File: src/rtl/pmul_pkg.sv
package pmul_pkg;

    // What the counter does on the coming clock edge.
    typedef enum logic [1:0] {
        ACT_HOLD = 2'd0,
        ACT_STEP = 2'd1,
        ACT_WRAP = 2'd2
    } pmul_act_e;

endpackage

File: src/rtl/pmul_edge_sync.sv
module pmul_edge_sync #(
    parameter int STAGES = 2
) (
    input  logic clk_i,
    input  logic rst_i,
    input  logic async_i,
    output logic rise_o
);
    logic [STAGES-1:0] sync_q;
    logic              last_q;

    for (genvar s = 0; s < STAGES; s++) begin : g_stage
        if (s == 0) begin : g_first
            always_ff @(posedge clk_i) begin
                if (rst_i) sync_q[0] <= 1'b0;
                else       sync_q[0] <= async_i;
            end
        end else begin : g_next
            always_ff @(posedge clk_i) begin
                if (rst_i) sync_q[s] <= 1'b0;
                else       sync_q[s] <= sync_q[s-1];
            end
        end
    end

    always_ff @(posedge clk_i) begin
        if (rst_i) last_q <= 1'b0;
        else       last_q <= sync_q[STAGES-1];
    end

    assign rise_o = sync_q[STAGES-1] & ~last_q;
endmodule

File: src/rtl/pmul_cmp.sv
module pmul_cmp #(
    parameter int CNT_W = 16
) (
    input  logic [CNT_W-1:0] cnt_i,
    input  logic [CNT_W-1:0] ref_i,
    input  logic [CNT_W-1:0] clr_i,
    output logic             below_ref_o,
    output logic             at_clr_o
);
    assign below_ref_o = (cnt_i < ref_i);
    assign at_clr_o    = (cnt_i == clr_i);
endmodule

File: src/rtl/pmul_clr_fanout.sv
module pmul_clr_fanout #(
    parameter int NUM_CLR = 4
) (
    input  logic               clk_i,
    input  logic               rst_i,
    input  logic               hit_i,
    input  logic [NUM_CLR-1:0] en_i,
    output logic [NUM_CLR-1:0] req_o
);
    for (genvar i = 0; i < NUM_CLR; i++) begin : g_lane
        logic req_d;
        logic req_q;

        always_comb req_d = hit_i & en_i[i];

        always_ff @(posedge clk_i) begin
            if (rst_i) req_q <= 1'b0;
            else       req_q <= req_d;
        end

        assign req_o[i] = req_q;
    end
endmodule

File: src/rtl/pmul_corr_counter.sv
module pmul_corr_counter #(
    parameter int CNT_W       = 16,
    parameter int NUM_CLR     = 4,
    parameter int SYNC_STAGES = 2
) (
    input  logic               clk_i,
    input  logic               rst_i,
    input  logic [CNT_W-1:0]   ref_cnt_i,
    input  logic [CNT_W-1:0]   clr_val_i,
    input  logic [CNT_W-1:0]   rld_cnt_i,
    input  logic               edge_i,
    input  logic [NUM_CLR-1:0] clr_en_i,
    output logic [CNT_W-1:0]   cnt_o,
    output logic               mclk_pulse_o,
    output logic [NUM_CLR-1:0] clr_req_o
);
    import pmul_pkg::*;

    localparam logic [CNT_W-1:0] CNT_ONE  = CNT_W'(1);
    localparam logic [CNT_W-1:0] CNT_ZERO = '0;

    typedef struct packed {
        logic [CNT_W-1:0] cnt;
        logic             busy;
        logic             pulse;
    } pmul_state_t;

    pmul_state_t st_d, st_q;
    pmul_act_e   act;

    logic edge_rise;
    logic cu_start;
    logic below_ref;
    logic at_clr;
    logic next_hit;
    logic busy_w;

    pmul_edge_sync #(
        .STAGES (SYNC_STAGES)
    ) u_sync (
        .clk_i   (clk_i),
        .rst_i   (rst_i),
        .async_i (edge_i),
        .rise_o  (edge_rise)
    );

    pmul_cmp #(
        .CNT_W (CNT_W)
    ) u_cmp (
        .cnt_i       (st_q.cnt),
        .ref_i       (ref_cnt_i),
        .clr_i       (clr_val_i),
        .below_ref_o (below_ref),
        .at_clr_o    (at_clr)
    );

    assign cu_start = edge_rise & (rld_cnt_i == CNT_ZERO);

    always_comb begin
        st_d = st_q;
        act  = ACT_HOLD;
        if (st_q.busy) begin
            // catch-up in progress: new edges are not looked at
            if (at_clr) begin
                act       = ACT_WRAP;
                st_d.busy = 1'b0;
            end else begin
                act = ACT_STEP;
            end
        end else if (cu_start) begin
            if (at_clr) begin
                act = ACT_WRAP;
            end else begin
                act       = ACT_STEP;
                st_d.busy = 1'b1;
            end
        end else if (below_ref && !at_clr) begin
            act = ACT_STEP;
        end

        unique case (act)
            ACT_STEP: st_d.cnt = st_q.cnt + CNT_ONE;
            ACT_WRAP: st_d.cnt = CNT_ONE;
            default:  st_d.cnt = st_q.cnt;
        endcase
        st_d.pulse = (act == ACT_STEP);
    end

    always_ff @(posedge clk_i) begin
        if (rst_i) begin
            st_q <= '0;
        end else begin
            st_q <= st_d;
        end
    end

    assign next_hit = (st_d.cnt == clr_val_i);

    pmul_clr_fanout #(
        .NUM_CLR (NUM_CLR)
    ) u_fan (
        .clk_i (clk_i),
        .rst_i (rst_i),
        .hit_i (next_hit),
        .en_i  (clr_en_i),
        .req_o (clr_req_o)
    );

    assign busy_w       = st_q.busy;
    assign cnt_o        = st_q.cnt;
    assign mclk_pulse_o = st_q.pulse;
endmodule

File: config.mk
export PLATFORM = sky130hd
export DESIGN_NAME = pmul_corr_counter
export DESIGN_NICKNAME = d
export VERILOG_FILES = /design/src/rtl/pmul_pkg.sv /design/src/rtl/pmul_edge_sync.sv /design/src/rtl/pmul_cmp.sv /design/src/rtl/pmul_clr_fanout.sv /design/src/rtl/pmul_corr_counter.sv
export SDC_FILE = /design/constraint.sdc
export NUM_CORES = 1
export LEC_CHECK = 0
export CORE_MARGIN = 1.5
export CORE_UTILIZATION = 37
export CTS_CLUSTER_DIAMETER = 200
export DETAILED_ROUTE_END_ITERATION = 6
export DONT_BUFFER_PORTS = 1
export PLACE_DENSITY = 0.54
export SYNTH_ARGS = -nofsm -noshare
export SYNTH_HDL_FRONTEND = slang
export SYNTH_SLANG_ARGS = --single-unit
File: constraint.sdc
create_clock -name clk_i -period 5.3 [get_ports clk_i]
set_input_delay 0.795 -clock clk_i [delete_from_list [all_inputs] [get_ports clk_i]]
set_output_delay 0.795 -clock clk_i [all_outputs]
set_load 0.02 [all_outputs]
==> impl_metrics.yaml <==
run_status:
  outcome: "complete, no violations"
synthesis:
  syn_nets: 348
  postSynthAreaPerCell_um2: 7.949
  synth_area_um2: 2186
  synth_warnings: 0
  synth-main-ff-cell: "dfxtp_1"
  synth_seq_cells: 25
  syn-instance-count: 275
  synth_cell_types: 52
  synth-async-reset-ratio_pct: 0
  synth_seq_area_share_pct: 22.90
  synth_edf_count: 0
drt:
  vias_per_cell: 5.543
  routedWlPerCell_um: 16.63
  drc: 0
  wirelength_mm: 5.819
  routed-via-count: 1940
  drtIter0Drc: 75
  ant_nets: 0
  dr.pass1.iters: 4
floorplanning:
  chipHeight_um: 79.86
  start_util_pct: 38.98
  die-area_um2: 6378
  die_x_um: 79.86
  io_pins: 76
  placeableCoreArea_um2: 5608
  rows: 27
sta:
  worst_pin_slew_ps: 527.2
  drv_slew: 0
  tns_ps: 0
  rsz0062_at_grt: "no"
  period_minus_slack_ps: 4859
  whs_ps: 442.4
  setup_violations: 0
  finalHoldViolCount: 0
  fin_ws_ps: 441.4
  slew-limit-headroom_pct: 64.53
  max_freq_mhz: 205.8
  period_share_pct: 91.67
  skew_ps: 7.085
cts:
  hold_buffers: 0
  tritoncts: "built"
  clock_latency_ps: 280
  cts_buffers: 3
  cts_resized: 0
  clock_sinks: 25
  cts-htree-levels: 1
  cts_buffer_depth: 2
  clk_pin_slew_ps: 100
  postCtsSetupBuffers: 0
  root_buffer: "clkbuf_8"
cells_and_area:
  nFillCells: 595
  drive_above_1_share_pct: 12.23
  nets: 352
  diodes: 0
  area_delta_synth_final_pct: 8.071
global_route:
  grt-ovfl-total: 0
  grt_pass1_wl_mm: 9.294
  grt_pass1_vias: 1929
  grt_max_degree: 22
  grt_usage_pct: 18.84
  antenna_found_initial: 0
placed_design:
  gp_congestion: 0.8343
  pre_cts_ws_ps: 183.4
  place_hpwl_mm: 4.687
  port_buffers: 0
setup_path:
  crit_fanout: 6
  required_ps: 5500
  startpoint_type: "input port"
  cp.arrival_ps: 5060
  reg2reg_depth: 16
  path_class: "input port to register"
  worstSetupEndpointType: "register"
pwr:
  ir_drop_mv: 0.09191
  p_leak_nw: 0.9843
  total_power_w: 0.0003648
  powerDensity_nw_per_um2: 154.4
min_path:
  worstHoldPathCells: 1
  hold_path.class: "register to register"
flow_run:
  drv_cap: 0
-- flip-flops by register name, indices dropped and copies added (netlist names) --
register and flops:
busy_w 1, u_fan.g_lane.req_q 4, cnt_o 16, u_sync.last_q 1
u_sync.sync_q 2, mclk_pulse_o 1
-- layout make-up --
type                       instances  area [um^2]  area share (%)
timing repair buffer              17        127.6           5.403
clock inverter                     1        7.507          0.3178
inverter                          22        82.58           3.496
tap                               72        90.09           3.814
clock buffer                       3        41.29           1.748
multi-input combinational        210         1513           64.04
sequential                        25        500.5           21.19
-- power by group --
group / internal (W) / total [W] / switching (W)
Sequential: 0.000191 / 0.000194 / 0.00000354
Clock: 0.0000534 / 0.000122 / 0.0000687
Combinational: 0.0000223 / 0.0000482 / 0.0000259
Total: 0.000267 / 0.000365 / 0.0000982
-- worst max-delay path, stage by stage --
cell and delay (ps):
inv_1 20, ha_1 300, a21o_1 180, a21o_1 180, a211o_1 290, o211ai_1 90, a21oi_1 90, o41ai_1 360
nand2_1 110, ha_1 310, nand3b_1 300, or4_1 560, or4_4 510, and3_1 210, a2111oi_2 270, nand4_1 230
nor3b_1 250
-- Yosys cell counts (2+ instances only) --
| cell | number | area share [%] |
|---|---|---|
| or4b_2 | 2 | 0.92 |
| a211o_1 | 2 | 0.80 |
| nand2_1 | 10 | 1.7 |
| clkbuf_1 | 8 | 1.4 |
| buf_4 | 4 | 1.4 |
| nor2_1 | 18 | 3.1 |
| nand3b_1 | 4 | 1.4 |
| a21oi_1 | 11 | 2.5 |
| dfxtp_1 | 25 | 23 |
| nand4_1 | 7 | 2.0 |
| a211oi_1 | 3 | 1.0 |
| or2_2 | 3 | 0.86 |
| nand2b_1 | 6 | 1.7 |
| nor4_1 | 14 | 4.0 |
| xnor2_1 | 10 | 4.0 |
| and2_1 | 2 | 0.57 |
| or4_1 | 6 | 2.1 |
| nand3_1 | 8 | 1.8 |
| a31oi_1 | 2 | 0.57 |
| mux2i_1 | 2 | 0.92 |
| and3_1 | 3 | 0.86 |
| o21ai_0 | 9 | 2.1 |
| or3_1 | 3 | 0.86 |
| nor3b_1 | 4 | 1.4 |
| nor3_1 | 3 | 0.69 |
| inv_1 | 22 | 3.8 |
| xor2_1 | 21 | 8.4 |
| nor2b_1 | 9 | 2.6 |
| o211ai_1 | 4 | 1.4 |
| ha_1 | 18 | 10 |
| buf_2 | 6 | 1.4 |
| a21o_1 | 6 | 2.1 |
-- metrics by stage --
stage | util, % | cells | cell area [um^2]
after CTS | 42.12 | 350 | 2362
after detailed placement | 41.25 | 346 | 2313
after floorplan | - | 275 | 2186
final | 42.12 | 350 | 2362
after global routing | 42.12 | 350 | 2362
after global placement | 41.25 | 346 | 2313
-- worst paths after layout --
kind	startpoint	endpoint	slack, ps
worst max-delay path	ref_cnt_i[9]	u_fan.g_lane[3].req_q	440
worst min-delay path	u_sync.sync_q[0]	u_sync.sync_q[1]	440
worst max register to register	cnt_o[9]	u_fan.g_lane[3].req_q	660
worst min register to register	u_sync.sync_q[0]	u_sync.sync_q[1]	440
-- cells in the final DEF (no fill, tap or decap), types with 4 or more instances in the layout --
master    netlist  final
o21ai_0         9      9
a21o_1          6      6
nor2_1         18     18
xnor2_1        10     10
nand3_1         8      8
nand3b_1        4      4
nor3b_1         4      4
buf_4           4     17
o211ai_1        4      4
ha_1           18     18
inv_1          22     22
xor2_1         21     21
nand2b_1        6      6
nand2_1        10     10
a21oi_1        11     11
nand4_1         7      7
nor2b_1         9      9
nor4_1         14     14
or4_1           6      6
dfxtp_1        25     25
-- logic make-up after synthesis --
group | synth area share, %
compound gates | 15.34
xor+xnor | 12.42
fa+ha+maj | 10.30
buf+inv | 7.899
flops | 22.90
mux | 1.431
simple gates | 29.71
-- per-layer routing --
metal | vias to the layer above | global-route usage [%] | routed length [um]
li1 | 983 | - | -
met1 | 896 | 22.85 | 2507
met2 | 59 | 32.80 | 2827
met3 | 2 | 6.286 | 460
met4 | 0 | 2.931 | 23
met5 | - | 0 | 0
Note: power is estimated with default switching activity, not from simulation.
